$ cat config.mk
export PLATFORM = sky130hd
export DESIGN_NAME = fseq_grammar
export DESIGN_NICKNAME = d
export VERILOG_FILES = /design/src/rtl/fseq_pkg.sv /design/src/rtl/fseq_grammar.sv
export SDC_FILE = /design/constraint.sdc
export NUM_CORES = 1
export LEC_CHECK = 0
export BUFFER_PORTS_ARGS = -buffer_cell sky130_fd_sc_hd__buf_2
export CORE_AREA = 2 2 39 41
export CTS_BUF_LIST = sky130_fd_sc_hd__clkbuf_8 sky130_fd_sc_hd__clkbuf_16
export DETAILED_ROUTE_END_ITERATION = 16
export DIE_AREA = 0 0 41 43
export GPL_ROUTABILITY_DRIVEN = 0
export SYNTH_ARGS = -nofsm -noshare
export SYNTH_HDL_FRONTEND = slang
export SYNTH_SLANG_ARGS = --single-unit
$ cat constraint.sdc
create_clock -name clk -period 2.1 [get_ports clk]
set_input_delay 0.42 -clock clk [delete_from_list [all_inputs] [get_ports clk]]
set_output_delay 0.42 -clock clk [all_outputs]
set_load 0.005 [all_outputs]
$ cat src/rtl/fseq_pkg.sv
`timescale 1ns/1ps
package fseq_pkg;
  localparam int TOK_W = 3;
  typedef logic [TOK_W-1:0] tok_t;

  localparam tok_t TOK_FS = 3'd1;
  localparam tok_t TOK_LS = 3'd2;
  localparam tok_t TOK_DT = 3'd3;
  localparam tok_t TOK_LE = 3'd4;
  localparam tok_t TOK_FE = 3'd5;

  typedef enum logic [2:0] {
    ST_IDLE = 3'd0,  // waiting for frame start (also after frame end)
    ST_HUNT = 3'd1,  // after a violation, silent until frame start
    ST_FS   = 3'd2,
    ST_LINE = 3'd3,
    ST_DATA = 3'd4,
    ST_LEND = 3'd5
  } seq_state_e;

  // legal successor set of each state
  function automatic logic tok_legal(seq_state_e s, tok_t t);
    case (s)
      ST_IDLE, ST_HUNT: tok_legal = (t == TOK_FS);
      ST_FS:            tok_legal = (t == TOK_LS) || (t == TOK_FE);
      ST_LINE:          tok_legal = (t == TOK_DT) || (t == TOK_LE);
      ST_DATA:          tok_legal = (t == TOK_LE);
      ST_LEND:          tok_legal = (t == TOK_LS) || (t == TOK_FE);
      default:          tok_legal = 1'b0;
    endcase
  endfunction

  // state reached after a valid token
  function automatic seq_state_e tok_step(seq_state_e s, tok_t t);
    if (!tok_legal(s, t)) begin
      tok_step = ST_HUNT;
    end else begin
      case (t)
        TOK_FS:  tok_step = ST_FS;
        TOK_LS:  tok_step = ST_LINE;
        TOK_DT:  tok_step = ST_DATA;
        TOK_LE:  tok_step = ST_LEND;
        default: tok_step = ST_IDLE;
      endcase
    end
  endfunction
endpackage

$ cat src/rtl/fseq_grammar.sv
`timescale 1ns/1ps
module fseq_grammar
  import fseq_pkg::*;
(
  input  logic clk,
  input  logic rst_n,
  input  logic tok_valid,
  input  tok_t tok_code,
  input  logic flush,
  output logic viol,
  output logic fs_pulse,
  output logic in_hunt
);
  seq_state_e st_q, st_d;
  logic live, legal, fs_acc;

  always_comb begin
    live    = tok_valid && !flush;
    legal   = tok_legal(st_q, tok_code);
    in_hunt = (st_q == ST_HUNT);
    viol    = live && !in_hunt && !legal;
    fs_acc  = live && legal && (tok_code == TOK_FS);
    st_d    = st_q;
    if (flush) begin
      st_d = ST_IDLE;
    end else if (tok_valid) begin
      st_d = tok_step(st_q, tok_code);
    end
  end

  always_ff @(posedge clk or negedge rst_n) begin
    if (!rst_n) begin
      st_q     <= ST_IDLE;
      fs_pulse <= 1'b0;
    end else begin
      st_q     <= st_d;
      fs_pulse <= fs_acc;
    end
  end
endmodule

# == Word-level counts from Yosys, hierarchy flattened ==
# Cells that the tools add are included.
# totals
reg_bits,4
output_inout_bits,3
wordCells,33
# classes
eq_ne,10
mux,7
reduce_logical,14
# op_table
cell,count
"3-bit by 2-bit equality test with 1-bit output, second input constant",4
"3-bit equality test, second input constant",4
3-bit case mux with 4 select lines,1
3-bit two-way mux,3
"3-bit by 1-bit equality test with 1-bit output, second input constant",2
1-bit logical AND,5
1-bit case mux with 4 select lines,1
2-bit OR reduction,2
1-bit zero test,3
3-bit zero test,1
1-bit logical OR,2
1-bit two-way mux,2
2-bit nonzero test,1

# == Longest topological paths before layout ==
# Gate-level depths: netlist of run 1.
# logic_depth
depth_word,8
depth_mapped,5

# == Worst setup path before layout of run 1 ==
# OpenSTA, ideal clock, no wires.
# synth_timing
path_type,input to output
from,input port tok_code[1]
to,output port viol
arrival_time_ps,1212
path_slack_ps,468
cell_stages,5
n_path_buf,1
path_cell_list,buf_6 -> and3b_1 -> o22ai_2 -> o211ai_2 -> nor3_1
# synth_between
elab_chain_len,5
word_cells_on_any_way,10
classes_between,eq/ne: 5; mux: 1; reduce/logical: 4
# synth_lines
element,line,rtl
"start, declared",fseq_grammar.sv:8,"input tok_t tok_code,"
3-bit by 2-bit equality test with 1-bit output (tied with other cells),"fseq_pkg.sv:25, fseq_pkg.sv:28",
1-bit logical OR (on tied branches),"fseq_pkg.sv:25, fseq_pkg.sv:28, fseq_pkg.sv:26",
1-bit case mux with 4 select lines *,fseq_pkg.sv:23,case (s)
1-bit zero test *,fseq_grammar.sv:21,viol = live && !in_hunt && !legal;
1-bit logical AND *,fseq_grammar.sv:21,
"end, declared",fseq_grammar.sv:10,"output logic viol,"
# Mark *: on every way between the ends. The rest lies on a longest branch, timed or not.

# == Worst setup path after layout of run 1 ==
# layout_timing
from,register st_q[0]
to,output port viol
# layout_between
elab_chain_len,5
word_cells_on_any_way,13
classes_between,eq/ne: 5; mux: 1; reduce/logical: 7
# layout_lines
element,line,rtl
"start, declared",fseq_grammar.sv:14,"seq_state_e st_q, st_d;"
"start signal, assigned",fseq_grammar.sv:36,st_q <= st_d;
3-bit equality test (tied with other cells),fseq_pkg.sv:23,
2-bit OR reduction (on tied branches),--,
1-bit case mux with 4 select lines,fseq_pkg.sv:23,
1-bit zero test,fseq_grammar.sv:21,
1-bit logical AND *,fseq_grammar.sv:21,
# Marks and branches as above.

==> results of run 1 <==
critical path, delay by kind of cell, from the launching register on:
family	cells	cell delay (ns)
AOI/OAI and AO/OA	2	0.28
buffers and inverters	1	0.14
DFF	1	0.44
and+or+nand+nor	2	0.44
cells in the mapped netlist, drive strengths merged:
cell type | instances | area, µm²
and2b | 1 | 8.760
buf | 1 | 11.26
and3 | 2 | 15.01
a211oi | 1 | 12.51
o21ai | 2 | 13.76
nor2 | 5 | 18.77
nand2b | 1 | 6.260
a21oi | 1 | 5.000
o211ai | 1 | 12.51
xnor2 | 1 | 8.760
and3b | 3 | 26.28
xor2 | 1 | 8.760
o22ai | 1 | 12.51
o21a | 1 | 7.510
nor3b | 7 | 52.55
a21o | 1 | 8.760
a41o | 1 | 10.01
nor3 | 1 | 5.000
dfrtp | 4 | 100.1
area by class of cell:
| type | instances | area share |
|---|---|---|
| flip-flops and latches | 4 | 0.2228 |
| multi-input cells | 31 | 0.5181 |
| well taps | 16 | 0.04457 |
| clock buffers | 3 | 0.09192 |
| repair buffers | 10 | 0.1226 |
state kept, by name, summed over array words and instances, names as in the netlist:
name,count
st_q,3
fs_pulse,1
through the flow:
step,hold WS (ns),power (W)
finish,0.4322,0.0002792
floorplan,0.1244,0.0001056
global placement,0.2256,0.0001208
global route,0.4430,0.0002956
detailed placement,0.2272,0.0001211
CTS,0.4290,0.0002842
worst max path at each step:
stage                           start    to  slack (ns)  cells after the start
after CTS                     st_q[1]  viol        0.17                      5
final                         st_q[0]  viol        0.17                      5
after floorplan           tok_code[1]  viol        0.47                      5
after global placement    tok_code[1]  viol        0.23                      6
after detailed placement  tok_code[1]  viol        0.23                      6
after global routing          st_q[1]  viol         0.1                      5
layer usage:
layer | global-route usage | up-vias | part of all wire
met5 | 0 | - | 0
met4 | 0.02000 | 0 | 0
met3 | 0.06283 | 0 | 0.021
met2 | 0.1438 | 6 | 0.47
met1 | 0.1694 | 152 | 0.51
li1 | - | 160 | -
where the power goes:
group	internal (W)	total (W)	switching, W
clock network	0.000122	0.000158	0.0000358
logic	0.0000183	0.0000388	0.0000205
registers	0.0000795	0.0000828	0.00000331
total	0.000220	0.000279	0.0000595
cell families (layout without fill, tap and decap cells):
logic type,count (synthesis),in the layout
AOI/OAI and AO/OA,9,9
xor gates and xnor gates,2,2
buffers and inverters,1,13
DFF,4,4
and+or+nand+nor,20,20
==> metrics.txt, run 1 <==
Sequential cell area=100.1 µm²; max-capacitance violation count=0; Hold EP=st_q[0]; Synth Area in Adders=0; wire length per cell=10.91 µm; syn_nets=43; gate count of the mapped netlist=36; Pwr Density=621.6 mW/mm²; fmax=0.5190 GHz; depth of the worst hold-timing path=2; reg-to-reg setup timing slack=0.77 ns; Max transition margin=0.8154; main combinational cell family by area after synthesis=simple AND/OR/NAND/NOR gates; residual DRC count=0; worst vdd ir=0.0006066 V; worst-margin pin slew=0.2763 ns; Site Rows=14; initial antenna violation count=0; ANT cells=0; global-route wire length before repair=1366 µm; Slew Viols, Final=0; Hold Startpoint=flush; via count=318; nets@finish=57; CP Class=reg2out; critical path cell sequence=and3_2 -> o21ai_2 -> o211ai_2 -> nor3_1 -> buf_2; CTS Hold Bufs=1; DR iter-0 viols=7; synthesized area per cell=9.558 µm²; # H-tree levels=1; multi-input logic area=232.7 µm²; CP endpoint kind=output pin; number of fillers in the final layout=151; CTS Root Cell=clkbuf_8; R2R cell count=4; data arrival time at the worst-slack endpoint=1.51 ns; setup bufs post-CTS=0; final core occ=0.3246; number of synthesis warnings=0; Chip Height=43 µm; Max FO, Critical Path=7; RSZ-0062 raised after global routing=false; Seq/Total Area, Yosys=0.2909; Vias/cell=4.969; most common cell after layout, fill and taps aside=buf_2; Die Width=41 µm; Min-Delay Path Class=in2reg; mux cell area share after synthesis=0; worst-skew pair later-pin latency=0.21 ns; Starting Density=0.2486; Post-Synth XOR/XNOR Area=0.05091; Critical R2R Capture=st_q[1]; Cell Area, Placed=397.9 µm²; die area=0.001763 mm²; synthesized flop and latch total=4; Routed Antenna Nets=0; max incr delay on CP=0.44 ns; Yosys cell types=20; compound-cell area share of the yosys netlist=0.2400; drt pass-1 iters=3; Max clock buf depth=2; total global routing overflow=0; final non-filler cell total=64; Period minus WS final=1.927 ns; Total Neg Setup Slack=0 ns; port bufs=9; GR Util All Layers=0.1139; area grow syn2layout=30.55%; CP Launch Type=flop; CTS tree=built; post-route design area=449.2 µm²; Place WS=0.2289 ns; setup violators final=0; dpl hpwl=512.9 µm; Final WS setup=0.1734 ns; Worst path slowest cell=dfrtp_1; reg-to-reg critical path startpoint=st_q[0]; Leak=0.2338 nW; final hold violations=0; core area=0.001384 mm²; Inserted Clock Buffers=3; Worst Skew=0.004909 ns; IO Pins=10; most frequent cells in the layout=buf_2, nor3b_1, nor2_1, dfrtp_1; Synth Cell Area=344.1 µm²; post-placement cell count=60; period utilization=0.9175; Required @ worst endpoint=1.68 ns; CTS Sinks=4; vias in the first global route=302; Simple-Gate Fraction of Synth Area=0.3855; post-CTS sizing=0; status=finished, final reports clean; largest net degree at the start of global routing=10; routed wire length=698 µm; share of cells above drive strength 1=0.4167; clock slew at reported path FFs=0.03 ns
Power figures use the tool's default switching activity.
==> inputs of run 2 (changes only) <==
--- a/config.mk
+++ b/config.mk
@@ -5,6 +5,7 @@
 export SDC_FILE = /design/constraint.sdc
 export NUM_CORES = 1
 export LEC_CHECK = 0
+export ABC_AREA = 1
 export BUFFER_PORTS_ARGS = -buffer_cell sky130_fd_sc_hd__buf_2
 export CORE_AREA = 2 2 39 41
 export CTS_BUF_LIST = sky130_fd_sc_hd__clkbuf_8 sky130_fd_sc_hd__clkbuf_16
==> run 2 against run 1 <==
Critical path depth is 2 higher; final cell count grew 25%; core utilization increased by 0.27 points; non-clock buffer count unchanged; die area unchanged; synthesized cell count is 42% higher; clock-buffer cell count stayed put; cell area grew 0.84%; sequential share of layout area fell by 0.18 points; register-to-register slack gained 0.20 ns; hold slack improved by 0.054 ns; critical endpoint unchanged; highest routed layer unchanged.
==> metrics.txt, run 2 <==
initial antenna violation count=0 (unchanged); predominant post-synthesis flop cell=dfrtp_1; Cell Area, Placed=401.6 µm² (+0.94%); combinational power share=0.177 (+0.038); # H-tree levels=1 (unchanged); via count=319 (+0.31%); number of fillers in the final layout=143 (-5.3%); period utilization=0.8138 (-0.1037); Vias/cell=3.988 (-20%); clock slew at reported path FFs=0.03 ns (about the same); nets@finish=73 (+28%); vias in the first global route=267 (-12%); Final WS setup=0.3911 ns (+0.2177 ns); RSZ-0062 raised after global routing=false; switching part of the total=0.2347 (+0.02146); clock network fraction of design power=0.535 (-0.029); Site Rows=14 (unchanged); residual DRC count=0 (unchanged); worst-skew pair later-pin latency=0.21 ns (about the same); fmax=0.5852 GHz (+13%); Synth Cell Area=336.6 µm² (-2.2%); CP Class=reg2out; most frequent cells in the layout=nand2_1, buf_2, nor2_1, nand3_1; Total Neg Setup Slack=0 ns (unchanged); setup violators final=0 (unchanged); Post-synth EDFFs=0 (unchanged); Place WS=0.4600 ns (+0.2311 ns); most frequent cells after synthesis=nand2_1, nor2_1, nand3_1, dfrtp_1, inv_2; drt pass-1 iters=2 (-1); biggest registers after layout=st_q (3), fs_pulse (1); number of synthesis warnings=0 (unchanged); most common cell after layout, fill and taps aside=nand2_1; post-route design area=452.9 µm² (+0.84%); Pwr Density=645.0 mW/mm² (+3.8%); Max clock buf depth=2 (unchanged); CP Launch Type=flop; max-capacitance violation count=0 (unchanged); Yosys cell types=15 (-25%); net switching power figure=0.00006858 W (+15%); dpl hpwl=515.4 µm (+0.49%); status=finished, final reports clean; CTS Root Cell=clkbuf_8; routed wire length=625 µm (-10%); DR iter-0 viols=4 (-3); Async SR Flop Fraction=1.000 (unchanged); Die Width=41 µm (unchanged); port bufs=9 (unchanged); Sequential cell area=100.1 µm² (unchanged); WHS=0.4861 ns (+0.05383 ns); multi-input logic area=210.2 µm² (-9.7%); final hold violations=0 (unchanged); data arrival time at the worst-slack endpoint=1.29 ns (-0.22 ns); area leader, netlist=dfrtp_1; Max transition margin=0.8106 (-0.004806); Period minus WS final=1.709 ns (-0.2177 ns); CP endpoint kind=output pin; ANT cells=0 (unchanged); IO Pins=10 (unchanged); post-CTS sizing=0 (unchanged); synthesized flop and latch total=4 (unchanged); gate count of the mapped netlist=51 (+42%); Pint=0.0002236 W (+1.8%); synthesized area per cell=6.599 µm² (-31%); Area contributors post-synth=dfrtp_1, nand2_1, nand3_1; Min-Delay Path Class=in2reg; CTS tree=built; register share of total power=0.288 (-0.009); largest net degree at the start of global routing=6 (-4); wire length per cell=7.813 µm (-28%); total global routing overflow=0 (unchanged); GR Util All Layers=0.09476 (-0.01915); Inserted Clock Buffers=3 (unchanged); top-count cell post-synth=nand2_1; worst-margin pin slew=0.2831 ns (+0.006761 ns); Worst Skew=0.001793 ns (-0.003116 ns); area grow syn2layout=34.57%; Routed Antenna Nets=0 (unchanged); core area=0.001384 mm² (unchanged); global-route wire length before repair=1090 µm (-20%); Slew Viols, Final=0 (unchanged); Leak=0.2434 nW (+4.1%); Chip Height=43 µm (unchanged); Max FO, Critical Path=5 (-2); largest reg by FF count=st_q; CTS Sinks=4 (unchanged); Largest register FFs=3 (unchanged); die area=0.001763 mm² (unchanged); share of cells above drive strength 1=0.4063 (-0.01042); Required @ worst endpoint=1.68 ns (about the same); Starting Density=0.2432 (-0.005425); Seq/Total Area, Yosys=0.2974 (+0.006489); area share of the largest cell type after synthesis=0.2974 (+0.006489); worst vdd ir=0.0003811 V (-37%); final core occ=0.3273 (+0.002713); syn_nets=58 (+35%)
-- run 2: power groups by stage --
stage / Combinational [W] / Sequential [W] / Clock (W)
4_1_cts: 0.0000525 / 0.0000841 / 0.000162
5_1_grt: 0.0000594 / 0.0000847 / 0.000167
3_3_place_gp: 0.0000506 / 0.0000850 / 0
2_1_floorplan: 0.0000338 / 0.0000839 / 0
6_report: 0.0000518 / 0.0000841 / 0.000156
3_5_place_dp: 0.0000508 / 0.0000850 / 0
-- run 2: timing repair --
action,in CTS,in global routing
setup buffers,0,0
endpoints found under the setup margin,0,0
endpoints found under the hold margin,4,0
hold buffers,1,0
-- run 2: area by class of cell --
class | instances | area share
clock buffer | 3 | 0.09116
multi-input combinational | 40 | 0.4641
tap | 16 | 0.04420
timing repair buffer | 10 | 0.1215
inverter | 7 | 0.05801
sequential | 4 | 0.2210
-- run 2: critical path, cell delays in order (launching register included) --
cell,delay (ns)
dfrtp_1,0.40
nor2_1,0.17
nand2_1,0.07
nor2_1,0.13
nor2_2,0.06
nand3_4,0.09
nor3_2,0.04
buf_2,0.12
-- run 2: worst paths after layout --
check / from / end / slack (ns) / depth (start not counted)
worst max-delay path: st_q[1] / viol / 0.39 / 7
worst min-delay path: tok_valid / st_q[1] / 0.49 / 4
worst max register to register: st_q[1] / st_q[1] / 0.97 / 7
worst min register to register: st_q[1] / st_q[1] / 0.54 / 2
max in group asynchronous: rst_n / st_q[2] / 1.45 / 2
min in group asynchronous: rst_n / st_q[1] / 0.54 / 2
-- run 2: stage by stage --
stage | instances | power, W
floorplan | 51 | 0.0001177
global placement | 76 | 0.0001356
detailed placement | 76 | 0.0001358
CTS | 80 | 0.0002987
global route | 80 | 0.0003105
finish | 80 | 0.0002922
-- run 2: cell families (layout without fill, tap and decap cells) --
group	after synthesis	count (layout)	share of synthesized area
buffers and inverters	7	20	0.07805
AO/OA/AOI/OAI	4	4	0.07062
flip-flops	4	4	0.2974
AND/OR/NAND/NOR	36	36	0.5540
-- run 2: per-layer routing --
layer | part of all wire | routed length (µm) | GRT usage | up-vias
met5 | 0 | 0 | 0 | -
met4 | 0 | 0 | 0.04000 | 0
met3 | 0.030 | 19 | 0.04712 | 0
met2 | 0.43 | 267 | 0.1063 | 7
met1 | 0.54 | 338 | 0.1466 | 126
li1 | - | - | - | 186
==> inputs of run 3 (changes only) <==
==> constraint.sdc (replaced) <==
create_clock -name clk -period 1.8 [get_ports clk]
set_input_delay 0.36 -clock clk [delete_from_list [all_inputs] [get_ports clk]]
set_output_delay 0.36 -clock clk [all_outputs]
set_load 0.005 [all_outputs]
==> run 3 against run 2 <==
Non-clock buffer count unchanged; clock power increased by 19%; critical endpoint unchanged; sequential power increased by 17%; register-to-register slack got worse by 0.31 ns; wire length grew 4.5%; critical path depth is the same; via count is 1.9% higher; combinational power grew 17%; sequential share of layout area unchanged; largest power group unchanged.
==> metrics.txt, run 3 (synthesis gave the netlist of run 2 again) <==
IO Pins=10 (unchanged); Max transition margin=0.8204 (+0.009832); Die Width=41 µm (unchanged); Max FO, Critical Path=5 (unchanged); total global routing overflow=0 (unchanged); # H-tree levels=1 (unchanged); Buf+Inv Stages, Crit Path=2 (+1); Starting Density=0.2432 (unchanged); Period minus WS final=1.658 ns; biggest registers after layout=st_q (3), fs_pulse (1); Pwr Density=758.6 mW/mm² (+18%); CP endpoint kind=output pin; Leak=0.2434 nW (unchanged); Site Rows=14 (unchanged); Chip Height=43 µm (unchanged); dpl hpwl=516.6 µm (+0.23%); area grow syn2layout=34.57% (unchanged); residual DRC count=0 (unchanged); global-route wire length before repair=1090 µm (unchanged); Routed Antenna Nets=0 (unchanged); crit-path leading delay family=simple AND/OR/NAND/NOR gates; routed wire length=653 µm (+4.5%); worst-skew pair later-pin latency=0.21 ns (about the same); GR Util All Layers=0.09476 (unchanged); switching part of the total=0.2401 (+0.005419); clock network fraction of design power=0.538 (+0.003); CTS tree=built; worst-margin pin slew=0.2684 ns (-0.01469 ns); setup bufs post-CTS=0 (unchanged); nets@finish=73 (unchanged); Total Neg Setup Slack=0 ns (unchanged); max incr delay on CP=0.42 ns (+0.02 ns); vias in the first global route=278 (+4.1%); register share of total power=0.286 (-0.002); clock slew at reported path FFs=0.03 ns (about the same); drt pass-1 iters=3 (+1); RSZ-0062 raised after global routing=false; max-capacitance violation count=0 (unchanged); Pint=0.0002611 W (+17%); Slew Viols, Final=0 (unchanged); data arrival time at the worst-slack endpoint=1.30 ns (about the same); CTS Sinks=4 (unchanged); Worst path slowest cell=dfrtp_1; combinational power share=0.176 (about the same); Max clock buf depth=2 (unchanged); final core occ=0.3273 (unchanged); fmax=0.6032 GHz; Vias/cell=4.063 (+1.9%); wire length per cell=8.163 µm (+4.5%); worst vdd ir=0.0003161 V (-17%); final non-filler cell total=80 (unchanged); number of fillers in the final layout=150 (+4.9%); port bufs=9 (unchanged); status=finished, final reports clean; period utilization=0.9210; core area=0.001384 mm² (unchanged); largest net degree at the start of global routing=6 (unchanged); Min-Delay Path Class=in2reg; Largest register FFs=3 (unchanged); die area=0.001763 mm² (unchanged); post-placement cell count=76 (unchanged); DR iter-0 viols=7 (+3); net switching power figure=0.00008252 W (+20%); most common cell after layout, fill and taps aside=nand2_1; initial antenna violation count=0 (unchanged); CP Launch Type=flop; share of cells above drive strength 1=0.4063 (unchanged); Required @ worst endpoint=1.44 ns (-0.24 ns); setup violators final=0 (unchanged); via count=325 (+1.9%); ANT cells=0 (unchanged); largest reg by FF count=st_q; final hold violations=0 (unchanged); Worst Skew=0.0002317 ns (-0.001561 ns); CP Class=reg2out; most frequent cells in the layout=nand2_1, buf_2, nor2_1, nand3_1; Inserted Clock Buffers=3 (unchanged); Design Power=0.0003436 W (+18%); critical path cell sequence=inv_2 -> nand2_1 -> nor2_1 -> nor2_2 -> nand3_4 -> nor3_2 -> buf_2; CTS Root Cell=clkbuf_8
run 3: cell counts in the layout (fill, tap and decap cells not counted):
No cell type changed its count.
run 3: area by class of cell:
cell class	instances	area, µm²	area share
multi-input cells	40	210.2	0.4641
flip-flops and latches	4	100.1	0.2210
repair buffers	10	55.05	0.1215
well taps	16	20.02	0.04420
clock buffers	3	41.29	0.09116
inverters	7	26.28	0.05801
run 3: path summary, 6_finish.rpt:
| check | startpoint | end | slack, ns | depth (start not counted) |
|---|---|---|---|---|
| max | st_q[2] | viol | 0.14 | 7 |
| min | tok_valid | st_q[1] | 0.43 | 4 |
| max reg2reg | st_q[2] | st_q[1] | 0.66 | 7 |
| min reg2reg | st_q[1] | st_q[1] | 0.53 | 2 |
| max in group asynchronous | rst_n | fs_pulse | 1.21 | 2 |
| min in group asynchronous | rst_n | st_q[0] | 0.48 | 2 |
run 3: per-layer routing:
layer | up-vias | global-route usage | routed length [µm]
li1 | 189 | - | -
met1 | 131 | 0.1303 | 330
met2 | 5 | 0.1219 | 306
met3 | 0 | 0.03141 | 17
met4 | 0 | 0.06000 | 0
met5 | - | 0 | 0
run 3: tightest hold or removal path, stage by stage:
cell and delay, ns:
buf_2 0.09, nor2_1 0.05, nand2_1 0.05, nand2_1 0.04
run 3: power by group through the flow:
| stage | sequential, W | combinational [W] | clock (W) |
|---|---|---|---|
| 6_report | 0.0000982 | 0.0000605 | 0.000185 |
| 5_1_grt | 0.0000985 | 0.0000683 | 0.000198 |
| 4_1_cts | 0.0000981 | 0.0000609 | 0.000189 |
| 3_5_place_dp | 0.0000991 | 0.0000590 | 0 |
| 3_3_place_gp | 0.0000991 | 0.0000587 | 0 |
| 2_1_floorplan | 0.0000979 | 0.0000394 | 0 |
run 3: what timing repair did:
action / in CTS / in global routing
resized for setup: 0 / 0
hold endpoints to repair: 4 / 0
hold buffers: 1 / 0
run 3: metrics by stage:
stage | setup WS (ns) | hold WS, ns | area, µm²
floorplan | 0.5437 | 0.06441 | 336.6
finish | 0.1422 | 0.4279 | 452.9
CTS | 0.1349 | 0.4227 | 452.9
global placement | 0.2938 | 0.1638 | 401.6
detailed placement | 0.2843 | 0.1646 | 401.6
global route | 0.02633 | 0.4432 | 452.9
